$ cat src/rtl/irq_router_pkg.sv
package irq_router_pkg;

  typedef enum logic [1:0] {
    RK_NONE = 2'd0,
    RK_MASK = 2'd1,
    RK_VIEW = 2'd2,
    RK_RAW  = 2'd3
  } reg_kind_e;

  localparam int BANK_BIT = 11;
  localparam int VIEW_BIT = 10;
  localparam int IDX_HI   = 9;
  localparam int IDX_LO   = 4;
  localparam int FLAT_HI  = 10;
  localparam int FLAT_LO  = 6;
  localparam logic [1:0] SIZE_DWORD = 2'b11;

endpackage

$ cat src/rtl/irq_src_capture.sv
module irq_src_capture #(
  parameter int NUM_SRC = 64
) (
  input  logic               clk,
  input  logic               rst_n,
  input  logic [NUM_SRC-1:0] dev_req,
  output logic [NUM_SRC-1:0] raw_q,
  output logic [NUM_SRC-1:0] prev_q
);

  logic [NUM_SRC-1:0] rise_w;
  logic [NUM_SRC-1:0] fall_w;
  logic [NUM_SRC-1:0] raw_nx;

  // A fall only counts when the pending bit is set; others are spurious.
  always_comb begin
    rise_w = dev_req & ~prev_q;
    fall_w = ~dev_req & prev_q & raw_q;
    raw_nx = (raw_q | rise_w) & ~fall_w;
  end

  // prev resets high so a line held high through reset is not a rise.
  always_ff @(posedge clk or negedge rst_n) begin
    if (!rst_n) begin
      raw_q  <= '0;
      prev_q <= '1;
    end else begin
      raw_q  <= raw_nx;
      prev_q <= dev_req;
    end
  end

endmodule

$ cat src/rtl/irq_csr_decode.sv
module irq_csr_decode
  import irq_router_pkg::*;
#(
  parameter int NUM_CPU = 4,
  parameter int ADDR_W  = 12,
  parameter int CPU_W   = (NUM_CPU > 1) ? $clog2(NUM_CPU) : 1
) (
  input  logic              req_valid,
  input  logic              req_we,
  input  logic [ADDR_W-1:0] req_addr,
  input  logic [1:0]        req_size,
  output reg_kind_e         dec_kind,
  output logic [CPU_W-1:0]  dec_idx,
  output logic              dec_err,
  output logic [NUM_CPU-1:0] mask_we
);

  localparam logic [5:0] N6      = 6'(NUM_CPU);
  localparam logic [5:0] N6X2    = 6'(2 * NUM_CPU);

  logic [5:0] sel;
  logic [5:0] flat_num;
  logic       size_ok;
  logic       unused_addr_lo;

  assign unused_addr_lo = ^req_addr[IDX_LO-1:0];
  assign flat_num       = {1'b0, req_addr[FLAT_HI:FLAT_LO]};
  assign size_ok        = (req_size == SIZE_DWORD);

  always_comb begin
    dec_kind = RK_NONE;
    sel      = '0;
    if (req_addr[BANK_BIT]) begin
      sel      = req_addr[IDX_HI:IDX_LO];
      dec_kind = req_addr[VIEW_BIT] ? RK_VIEW : RK_MASK;
      if (sel >= N6) dec_kind = RK_NONE;
    end else if (flat_num < N6) begin
      sel      = flat_num;
      dec_kind = RK_MASK;
    end else if (flat_num < N6X2) begin
      sel      = flat_num - N6;
      dec_kind = RK_VIEW;
    end else if (flat_num == N6X2) begin
      dec_kind = RK_RAW;
    end
  end

  assign dec_idx = sel[CPU_W-1:0];
  assign dec_err = !size_ok || (dec_kind == RK_NONE) ||
                   (req_we && (dec_kind != RK_MASK));

  always_comb begin
    mask_we = '0;
    if (req_valid && req_we && !dec_err)
      mask_we[dec_idx] = 1'b1;
  end

endmodule

$ cat src/rtl/irq_cpu_lane.sv
module irq_cpu_lane #(
  parameter int NUM_SRC = 64
) (
  input  logic               clk,
  input  logic               rst_n,
  input  logic               mask_we,
  input  logic [NUM_SRC-1:0] mask_wdata,
  input  logic [NUM_SRC-1:0] raw_q,
  output logic [NUM_SRC-1:0] mask_q,
  output logic [NUM_SRC-1:0] view,
  output logic               irq_q
);

  logic [NUM_SRC-1:0] mask_nx;
  logic               irq_nx;

  always_comb begin
    mask_nx = mask_we ? mask_wdata : mask_q;
    view    = mask_q & raw_q;
    irq_nx  = |view;
  end

  always_ff @(posedge clk or negedge rst_n) begin
    if (!rst_n) begin
      mask_q <= '0;
      irq_q  <= 1'b0;
    end else begin
      mask_q <= mask_nx;
      irq_q  <= irq_nx;
    end
  end

endmodule

$ cat src/rtl/dev_irq_router.sv
module dev_irq_router
  import irq_router_pkg::*;
#(
  parameter int NUM_CPU = 4,
  parameter int NUM_SRC = 64,
  parameter int DATA_W  = 64,
  parameter int ADDR_W  = 12
) (
  input  logic               clk,
  input  logic               rst_n,
  input  logic [NUM_SRC-1:0] dev_req,
  input  logic               req_valid,
  input  logic               req_we,
  input  logic [ADDR_W-1:0]  req_addr,
  input  logic [1:0]         req_size,
  input  logic [DATA_W-1:0]  req_wdata,
  output logic               rsp_valid,
  output logic               rsp_err,
  output logic [DATA_W-1:0]  rsp_rdata,
  output logic [NUM_CPU-1:0] irq_out
);

  localparam int CPU_W = (NUM_CPU > 1) ? $clog2(NUM_CPU) : 1;

  logic [NUM_SRC-1:0]              src_raw;
  logic [NUM_SRC-1:0]              src_prev;
  logic [NUM_CPU-1:0][NUM_SRC-1:0] mask_all;
  logic [NUM_CPU-1:0][NUM_SRC-1:0] view_all;
  logic [NUM_CPU-1:0]              mask_we;
  reg_kind_e                       dec_kind;
  logic [CPU_W-1:0]                dec_idx;
  logic                            dec_err;

  logic                            rsp_valid_nx;
  logic                            rsp_err_nx;
  logic [DATA_W-1:0]               rsp_rdata_nx;
  logic [DATA_W-1:0]               rd_mux;

  irq_src_capture #(.NUM_SRC(NUM_SRC)) u_cap (
    .clk     (clk),
    .rst_n   (rst_n),
    .dev_req (dev_req),
    .raw_q   (src_raw),
    .prev_q  (src_prev)
  );

  irq_csr_decode #(.NUM_CPU(NUM_CPU), .ADDR_W(ADDR_W), .CPU_W(CPU_W)) u_dec (
    .req_valid (req_valid),
    .req_we    (req_we),
    .req_addr  (req_addr),
    .req_size  (req_size),
    .dec_kind  (dec_kind),
    .dec_idx   (dec_idx),
    .dec_err   (dec_err),
    .mask_we   (mask_we)
  );

  for (genvar c = 0; c < NUM_CPU; c++) begin : g_lane
    irq_cpu_lane #(.NUM_SRC(NUM_SRC)) u_lane (
      .clk        (clk),
      .rst_n      (rst_n),
      .mask_we    (mask_we[c]),
      .mask_wdata (req_wdata[NUM_SRC-1:0]),
      .raw_q      (src_raw),
      .mask_q     (mask_all[c]),
      .view       (view_all[c]),
      .irq_q      (irq_out[c])
    );
  end

  always_comb begin
    rd_mux = '0;
    unique case (dec_kind)
      RK_MASK: rd_mux[NUM_SRC-1:0] = mask_all[dec_idx];
      RK_VIEW: rd_mux[NUM_SRC-1:0] = view_all[dec_idx];
      RK_RAW:  rd_mux[NUM_SRC-1:0] = src_raw;
      default: rd_mux = '0;
    endcase
  end

  always_comb begin
    rsp_valid_nx = req_valid;
    rsp_err_nx   = req_valid && dec_err;
    rsp_rdata_nx = (req_valid && !req_we && !dec_err) ? rd_mux : '0;
  end

  always_ff @(posedge clk or negedge rst_n) begin
    if (!rst_n) begin
      rsp_valid <= 1'b0;
      rsp_err   <= 1'b0;
      rsp_rdata <= '0;
    end else begin
      rsp_valid <= rsp_valid_nx;
      rsp_err   <= rsp_err_nx;
      rsp_rdata <= rsp_rdata_nx;
    end
  end

endmodule

$ cat config.mk
export PLATFORM = sky130hd
export DESIGN_NAME = dev_irq_router
export DESIGN_NICKNAME = d
export VERILOG_FILES = /design/src/rtl/irq_router_pkg.sv /design/src/rtl/irq_src_capture.sv /design/src/rtl/irq_csr_decode.sv /design/src/rtl/irq_cpu_lane.sv /design/src/rtl/dev_irq_router.sv
export SDC_FILE = /design/constraint.sdc
export NUM_CORES = 1
export LEC_CHECK = 0
export ABC_AREA = 1
export BUFFER_PORTS_ARGS = -buffer_cell sky130_fd_sc_hd__clkbuf_2
export CAP_MARGIN = 20
export CORE_UTILIZATION = 45
export DETAILED_ROUTE_END_ITERATION = 10
export GPL_TIMING_DRIVEN = 0
export SLEW_MARGIN = 30
export SYNTH_ARGS = -nofsm -noshare
export SYNTH_HDL_FRONTEND = slang
export SYNTH_SLANG_ARGS = --single-unit
export TNS_END_PERCENT = 1
$ cat constraint.sdc
create_clock -name clk -period 1.5 [get_ports clk]
set_input_delay 0.15 -clock clk [delete_from_list [all_inputs] [get_ports clk]]
set_output_delay 0.15 -clock clk [all_outputs]
set_load 0.005 [all_outputs]
# --- Yosys cells after proc, flatten, opt, wreduce, memory -nomap -nowiden ---
# Index checks and enable logic that the tools add are counted.
classes:
  add_sub_neg: 1
  n_eq_ne: 6
  magnitude_cmp: 5
  mux: 18
  bitwise_logic: 12
  reduce_logical: 17
ops:
  columns: ["cell", "count"]
  rows:
  - ["64-bit AND", 8]
  - ["64-bit binary-select mux with 2-bit select", 2]
  - ["64-bit OR reduction", 4]
  - ["64-bit 2-to-1 mux", 3]
  - ["64-bit NOT", 3]
  - ["64-bit one-hot mux with 3 select lines", 1]
  - ["64-bit bitwise OR", 1]
  - ["2-bit 2-to-1 mux", 9]
  - ["1-bit logical AND", 7]
  - ["2-bit equality test, second input constant", 3]
  - ["6-bit by 3-bit greater-or-equal comparator with 1-bit output, second input constant", 1]
  - ["5-bit by 4-bit equality test with 1-bit output, second input constant", 1]
  - ["5-bit by 3-bit < comparator with 1-bit output, second input constant", 1]
  - ["5-bit by 4-bit < comparator with 1-bit output, second input constant", 1]
  - ["4-bit 2-to-1 mux", 1]
  - ["1-bit zero test", 3]
  - ["2-bit by 3-bit < comparator with 1-bit output, second input constant", 1]
  - ["1-bit demux with 2-bit select", 1]
  - ["2-bit by 1-bit equality test with 1-bit output, second input constant", 1]
  - ["2-bit by 1-bit greater-or-equal comparator with 1-bit output, second input constant", 1]
  - ["2-bit zero test", 1]
  - ["1-bit logical OR", 2]
  - ["2-bit by 1-bit != test with 1-bit output, second input constant", 1]
  - ["2-bit by 1-bit subtractor with 2-bit output, second input constant", 1]
  - ["1-bit 2-to-1 mux", 1]
word_totals:
  regBits: 454
  output_inout_bits: 70
  inputBits: 146
  wordCells: 72

# --- Longest topological paths before layout ---
# Gate-level depths: netlist (run 1).
logic_depth:
  ltp_word: 11
  mapped_depth: 13
  mapped_depth_nobuf: 10

# --- Hierarchy ---
# From an unflattened synthesis (run 1), not the netlist that was laid out.
hier_totals:
  cells_unflattened: 3299
  area_unflattened_um2: 26482.9
by_module_without_submodules:
  columns: ["module", "area_per_inst_um2", "cells_each", "instances"]
  rows:
  - ["irq_cpu_lane", 3415.8, 319, 4]
  - ["dev_irq_router", 8500.7, 1660, 1]
  - ["irq_src_capture", 4083.9, 320, 1]
  - ["irq_csr_decode", 235.2, 43, 1]

# --- Worst setup path before layout (run 1) ---
# Ideal clock, no wire load.
synth_path:
  path_kind: "input to register"
  from: "in req_addr[6]"
  to: "reg g_lane[2].u_lane.mask_q[23]"
  arrival_ps: 1293
  setup_slack_ps: 86
  stages: 10
  path_buffers: 2
  setup_ps: 121
  t_required_ps: 1379
  cell_sequence: "nor2_4 > nand3_1 > nand2_1 > nand2_1 > nand2_1 > nand4_1 > buf_2 > buf_2 > o21bai_1 > nand2_1"
synth_between:
  elab_chain_len: 11
  word_cells_on_any_way: 26
synth_lines:
  columns: ["item", "line_no", "text"]
  rows:
  - ["start, declared", "dev_irq_router.sv:14", "input logic [ADDR_W-1:0] req_addr,"]
  - ["parallel branches: the longest is 10 deep, another holds 5-bit by 4-bit < comparator with 1-bit output", null, null]
  - ["4-bit 2-to-1 mux *", "irq_csr_decode.sv:54", "if (req_valid && req_we && !dec_err)"]
  - ["end signal, assigned", "irq_cpu_lane.sv:28", "mask_q <= mask_nx;"]
  - ["end, declared", "irq_cpu_lane.sv:9", "output logic [NUM_SRC-1:0] mask_q,"]
# Every way passes the cells marked *.
# A chain may end at the register's enable or synchronous reset.

# --- Final worst setup path (run 1) ---
layout_path:
  from: "reg u_cap.raw_q[59]"
  to: "reg g_lane[3].u_lane.irq_q"
layout_between:
  elab_chain_len: 2
layout_lines:
  columns: ["item", "line_no", "text"]
  rows:
  - ["start, declared", "irq_src_capture.sv:7", "output logic [NUM_SRC-1:0] raw_q,"]
  - ["start signal, assigned", "irq_src_capture.sv:28", "raw_q <= raw_nx;"]
  - ["64-bit AND", "irq_cpu_lane.sv:19", "view = mask_q & raw_q;"]
  - ["64-bit OR reduction", "irq_cpu_lane.sv:20", "irq_nx = |view;"]
  - ["net g_lane[3].u_lane.irq_nx", "irq_cpu_lane.sv:15", "logic irq_nx;"]
  - ["end signal, assigned", "irq_cpu_lane.sv:29", "irq_q <= irq_nx;"]
  - ["end, declared", "irq_cpu_lane.sv:11", "output logic irq_q"]
# The timed path passes the listed nets, and every way through them passes these cells.

==> results of run 1 <==
[worst register-to-register path, stage by stage, from the launching register on]
cell and delay, ns:
dfrtp_2 0.47, nand2_1 0.08, nand4_1 0.19, nor3_2 0.24, nand2_2 0.11, nor2_4 0.18
nand4_1 0.14
[timing repair]
action	CTS	global route
pin swaps	7	12
setup endpoints to repair	232	310
hold buffers	131	0
gates cloned	0	1
setup buffers	2	13
resized for setup	54	66
hold endpoints to repair	447	0
[worst paths after layout]
kind	startpoint	end	slack, ns	cells past startpoint
worst max-delay path	u_cap.raw_q[59]	g_lane[3].u_lane.irq_q	-0.07	6
worst min-delay path	rst_n	rsp_rdata[29]	0.11	2
worst max register to register	u_cap.raw_q[59]	g_lane[3].u_lane.irq_q	-0.07	6
worst min register to register	u_cap.prev_q[29]	u_cap.raw_q[29]	0.52	1
max in group asynchronous	rst_n	u_cap.prev_q[7]	0.21	4
min in group clk	req_we	rsp_err	0.13	5
[layout make-up]
class	instances	area (um^2)
diodes	1	2.502
plain buffers	169	1041
clock buffers	71	1474
clock inverters	24	302.8
fillers	4595	21670
inverters	282	1064
multi-input cells	2008	9627
flip-flops and latches	454	11460
well taps	672	840.8
repair buffers	366	2688
[state kept, by name (all words and copies together) (netlist names)]
register / cells
u_cap.raw_q: 64
rsp_valid: 1
g_lane.u_lane.irq_q: 4
g_lane.u_lane.mask_q: 256
rsp_err: 1
u_cap.prev_q: 64
rsp_rdata: 64
[report_power, final]
group	total, mW	leakage (nW)	switching (mW)	internal (mW)
logic	5.40	8.54	3.26	2.14
registers	14.5	4.81	0.993	13.5
clock network	13.3	0.888	5.28	8.05
total	33.2	14.2	9.53	23.7
[cells in the mapped netlist (2+ instances only)]
cell,number
dfstp_2,64
buf_6,26
buf_1,19
nand2_1,821
nand2_2,2
a221oi_1,6
o22ai_1,5
inv_2,6
dfrtp_1,390
o21bai_1,256
nor2_4,3
buf_2,80
a22o_1,6
buf_4,6
or2_2,23
nand3b_1,3
inv_1,276
a211oi_1,14
nand4_1,37
o21ai_0,78
nor3_1,10
clkbuf_1,38
nand3_2,2
a21oi_1,66
nand3_1,342
nor2_1,331
[cell families (layout without fill, tap and decap cells)]
| kind of cell | after synthesis | in the layout | share of synthesized area |
|---|---|---|---|
| other cells | 0 | 1 | 0 |
| flops | 454 | 454 | 0.4992 |
| compound gates | 432 | 432 | 0.1267 |
| simple gates | 1576 | 1576 | 0.2864 |
| buf+inv | 451 | 912 | 0.08774 |
[per-layer routing]
metal | vias to the layer above | wire length, um | GRT usage | share of wire
met5 | - | 13 | 0 | 0.00018
met3 | 136 | 5102 | 0.04114 | 0.069
met1 | 10041 | 33710 | 0.4179 | 0.46
li1 | 10147 | - | - | -
met2 | 727 | 32630 | 0.4441 | 0.44
met4 | 2 | 2073 | 0.09115 | 0.028
[cells in the final DEF (no fill, tap or decap), types with 23 or more instances in the layout]
cell type and count:
a21oi_1 65, dfstp_2 64, nand3_1 341, dfrtp_1 372
nand4_1 37, o21bai_1 256, buf_6 33, clkbuf_16 53
clkbuf_1 30, dlygate4sd3_1 131, buf_2 71, o21ai_0 76
buf_4 30, nor2_1 329, inv_1 275, nand2_1 816
or2_2 23, clkbuf_2 227
[metrics by stage]
step                power, mW  setup WS, ns
floorplan               17.58       0.08618
finish                  33.23      -0.06576
detailed placement      19.60        -1.064
CTS                     33.32       -0.1528
global placement        19.41        -10.06
global route            34.82       -0.1083
==> flow_metrics.py, run 1 <==
metrics = {
    "timing": {
        "min_period_over_period": 1.044,
        "setup_ws_ns": -0.06576,
        "finalHoldViolCount": 0,
        "drv_slew": 0,
        "relSlewSlack": 0.5442,
        "whs_ns": 0.1143,
        "finalSetupTns_ns": -0.2475,
        "layout_min_cycle_time_ns": 1.566,
        "worstMarginPinSlew_ns": 0.6836,
        "fin_worst_skew_ns": 0.01623,
        "setup_viol": 10,
        "grt_setup_unrepaired": "true",
        "fmax_mhz": 638.7,
    },
    "floorplan": {
        "rows": 82,
        "die_area_um2": 51830,
        "coreArea_um2": 50170,
        "ios": 216,
        "die_w_um": 227.7,
        "initial_utilization": 0.4568,
        "die_y_um": 227.7,
    },
    "place": {
        "placedInstanceArea_um2": 25010,
        "place_congestion": 0.9365,
        "io_buffer_count": 211,
        "dpl.cell_count": 3804,
        "hpwl_um": 52630,
    },
    "global_routing": {
        "grt_pass1_wl_um": 114300,
        "grt_use_total": 0.2880,
        "antenna_found_initial": 2,
        "grt_max_degree": 85,
        "grt-ovfl-total": 0,
        "grt_pass1_vias": 20355,
    },
    "worst_setup_path": {
        "required_ns": 1.94,
        "cp_common_cell": "nand4_1",
        "cp_max_fo": 7,
        "worst_setup_path_start_kind": "flop",
        "cp_slowest_cell": "dfrtp_2",
        "crit_family": "simple AND/OR/NAND/NOR gates",
        "crit_type": "reg -> reg",
        "cp_num_buf_inv": 0,
        "cp.arrival_ns": 2.01,
        "path_cells": "nand2_1 > nand4_1 > nor3_2 > nand2_2 > nor2_4 > nand4_1",
        "slowest_delay_ns": 0.47,
        "end_kind": "flop",
    },
    "final_layout": {
        "finish.utilization": 0.5681,
        "fin_nets": 3478,
        "drive_gt1_frac": 0.1790,
        "final_area_um2": 28500,
        "fin_cells": 4047,
        "area_delta_synth_final_pct": 24.37,
    },
    "status": {
        "violations": "negative setup slack",
        "status": "finished with violations",
    },
    "detailed_routing": {
        "dr_total_vias": 21053,
        "drt_wl_total_um": 73530,
        "drtIter0Drc": 1686,
        "via_per_inst": 5.202,
        "drc": 0,
        "routedWlPerCell_um": 18.17,
        "dr.pass1.iters": 7,
        "antenna_left": 0,
    },
    "logic_synthesis": {
        "synth_edf_count": 0,
        "ys_types": 29,
        "yosysWarningCount": 0,
        "syn_area_um2": 22920,
        "synthCells": 2913,
        "synth-async-reset-ratio": 1.000,
        "ys_seq_area_frac": 0.4992,
        "yosys-top-cells-area": "dfrtp_1 (43%), nand2_1 (13%), o21bai_1 (8.4%)",
        "syn_avg_cell_area_um2": 7.867,
        "synth_top_area_frac": 0.4259,
        "synth_flop_cell": "dfrtp_1",
        "synth_seq_cells": 454,
        "synthesis.nets": 3059,
        "yosysTopAreaCell": "dfrtp_1",
    },
    "clock_network": {
        "clockBufferDepth": 3,
        "cts_htree_levels": 2,
        "cts.sinks": 454,
        "cts_tree": "built",
        "clk_pin_slew_worst_paths_ns": 0.06,
        "clk_latency_ns": 0.60,
        "root_buffer": "clkbuf_16",
        "cts_buffers": 51,
    },
    "power": {
        "irDropWorstVdd_mv": 0.7471,
        "power_density_nw_per_um2": 1166,
        "p_leak_nw": 14.24,
    },
    "job": {
        "drv_cap": 0,
    },
    "min_path": {
        "hp-class": "in -> async",
    },
}
Power figures use the tool's default switching activity.
==> run 2, diff against run 1 <==
--- a/config.mk
+++ b/config.mk
@@ -8,9 +8,12 @@
 export ABC_AREA = 1
 export BUFFER_PORTS_ARGS = -buffer_cell sky130_fd_sc_hd__clkbuf_2
 export CAP_MARGIN = 20
-export CORE_UTILIZATION = 45
+export CELL_PAD_IN_SITES_DETAIL_PLACEMENT = 1
+export CELL_PAD_IN_SITES_GLOBAL_PLACEMENT = 2
+export CORE_UTILIZATION = 35
 export DETAILED_ROUTE_END_ITERATION = 10
 export GPL_TIMING_DRIVEN = 0
+export PLACE_DENSITY_LB_ADDON = 0.1
 export SLEW_MARGIN = 30
 export SYNTH_ARGS = -nofsm -noshare
 export SYNTH_HDL_FRONTEND = slang
==> flow_metrics.py, run 2 (synthesis gave the netlist of run 1 again) <==
metrics = {
    "status": {
        "status": "finished with violations",
        "violations": "negative hold slack, negative setup slack",
    },
    "worst_setup_path": {
        "cp_max_fo": 5,
        "crit_type": "reg -> reg",
        "required_ns": 1.96,
        "worst_setup_path_start_kind": "flop",
        "cp.arrival_ns": 2.02,
        "end_kind": "flop",
    },
    "clock_network": {
        "cts_tree": "built",
        "clk_pin_slew_worst_paths_ns": 0.06,
        "cts.sinks": 454,
        "cts_buffers": 54,
        "cts_htree_levels": 2,
        "clockBufferDepth": 3,
        "root_buffer": "clkbuf_16",
        "ctsHoldBuffers": 139,
        "clk_latency_ns": 0.62,
    },
    "timing": {
        "worstMarginPinSlew_ns": 0.8010,
        "setup_viol": 5,
        "finalHoldViolCount": 53,
        "relSlewSlack": 0.4660,
        "grt_setup_unrepaired": "true",
        "fin_worst_skew_ns": 0.01589,
        "setup_ws_ns": -0.06406,
        "finalSetupTns_ns": -0.1669,
        "fmax_mhz": 639.4,
        "whs_ns": -0.09809,
        "drv_slew": 0,
        "layout_min_cycle_time_ns": 1.564,
        "min_period_over_period": 1.043,
    },
    "place": {
        "hpwl_um": 63100,
        "io_buffer_count": 211,
        "place_congestion": 0.8334,
    },
    "floorplan": {
        "initial_utilization": 0.3549,
        "die_area_um2": 66500,
        "rows": 93,
        "ios": 216,
        "coreArea_um2": 64580,
        "die_w_um": 257.9,
        "die_y_um": 257.9,
    },
    "detailed_routing": {
        "top_layer": "met4",
        "met2_wirelength_um": 40080,
        "routedWlPerCell_um": 20.53,
        "drtIter0Drc": 1215,
        "drt_wl_total_um": 87380,
        "dr_total_vias": 21458,
        "antenna_left": 0,
        "drc": 0,
        "drt-met1-wl_um": 41310,
        "dr_wl_met3_um": 3857,
        "via_per_inst": 5.043,
        "dr.pass1.iters": 5,
    },
    "final_layout": {
        "area_delta_synth_final_pct": 27.34,
        "layout_commonest_cell": "nand2_1",
        "largest_reg_flops": 256,
        "fin_nets": 3500,
        "layout_common_cells": "nand2_1 (809), dfrtp_1 (369), nand3_1 (339), nor2_1 (325), inv_1 (274)",
        "drive_gt1_frac": 0.1900,
        "largest-register": "g_lane.u_lane.mask_q",
        "n_fill_cell": 7897,
        "num_antenna_cells": 0,
        "finish.utilization": 0.4519,
    },
    "min_path": {
        "hp-class": "in -> async",
    },
    "global_routing": {
        "antenna_found_initial": 1,
        "grt_pass1_wl_um": 135700,
        "grt-ovfl-total": 0,
        "grt_max_degree": 79,
        "grt_pass1_vias": 22950,
        "grt_use_total": 0.2656,
    },
    "power": {
        "p_leak_nw": 14.46,
        "irDropWorstVdd_mv": 0.7973,
        "power_density_nw_per_um2": 1169,
    },
    "job": {
        "drv_cap": 0,
    },
}
run 2: cell count changes in the layout (fill, tap and decap cells not counted), moves of 4 or more:
cell / delta
clkbuf_16: +4
nand2_2: +7
nand2_1: -7
clkbuf_4: +4
nor2_2: +4
clkbuf_2: +4
buf_4: +11
buf_2: -9
clkinv_2: -4
nor2_1: -4
clkbuf_8: +5
buf_12: +8
run 2: worst max-delay path: stages, from the launching register on:
cell and delay [ns]:
dfrtp_2 0.44, inv_1 0.13, o21ai_2 0.12, nor3_4 0.31
nand2_2 0.11, nor2_4 0.16, nand4_1 0.13
run 2: power by group:
part	switching (mW)	total, mW	leakage, nW	internal, mW
Combinational	3.54	5.78	8.73	2.24
Sequential	1.02	14.5	4.81	13.5
Clock	5.54	13.8	0.916	8.26
run 2: area by class of cell:
type	count	area, um^2	area share
multi-input cells	2008	9693	0.3322
clock buffers	87	1669	0.05720
flip-flops and latches	454	11470	0.3930
inverters	282	1064	0.03644
well taps	855	1070	0.03666
clock inverters	15	175.2	0.006003
repair buffers	385	2947	0.1010
plain buffers	169	1097	0.03760
run 2: what timing repair did:
item                                    4_1_cts  5_1_grt
hold endpoints to repair                    507       53
gates cloned                                  0        1
buffers inserted                             22        3
pin swaps                                    15        5
gates resized for setup                      90       72
endpoints found under the setup margin      271      319
run 2: stage by stage:
stage | setup slack, ns | hold WS (ns) | power (mW) | cell area (um^2) | cells
2_1_floorplan | 0.08618 | -0.1456 | 17.58 | 22920 | 2913
3_3_place_gp | -10.55 | 0.2598 | 19.62 | 25040 | 3979
3_5_place_dp | -1.157 | 0.09341 | 19.91 | 25270 | 3988
4_1_cts | -0.1454 | -0.1162 | 34.39 | 29000 | 4251
5_1_grt | -0.1157 | -0.09014 | 35.79 | 29180 | 4255
6_report | -0.06406 | -0.09809 | 34.11 | 29180 | 4255
run 2: final timing paths:
path | from | to | slack (ns) | depth (start not counted)
setup reg to reg | u_cap.raw_q[63] | g_lane[3].u_lane.irq_q | -0.06 | 6
min in group clk | req_we | rsp_err | 0.14 | 5
setup / recovery | u_cap.raw_q[63] | g_lane[3].u_lane.irq_q | -0.06 | 6
max in group asynchronous | rst_n | u_cap.prev_q[12] | 0.46 | 8
hold reg to reg | u_cap.prev_q[3] | u_cap.raw_q[3] | 0.51 | 1
hold / removal | rst_n | g_lane[2].u_lane.mask_q[51] | -0.1 | 6
run 2: per-layer routing:
metal  up-vias  track usage
li1      10181            -
met1     10678       0.3756
met2       475       0.4268
met3       124      0.03612
met4         0      0.06953
met5         -            0
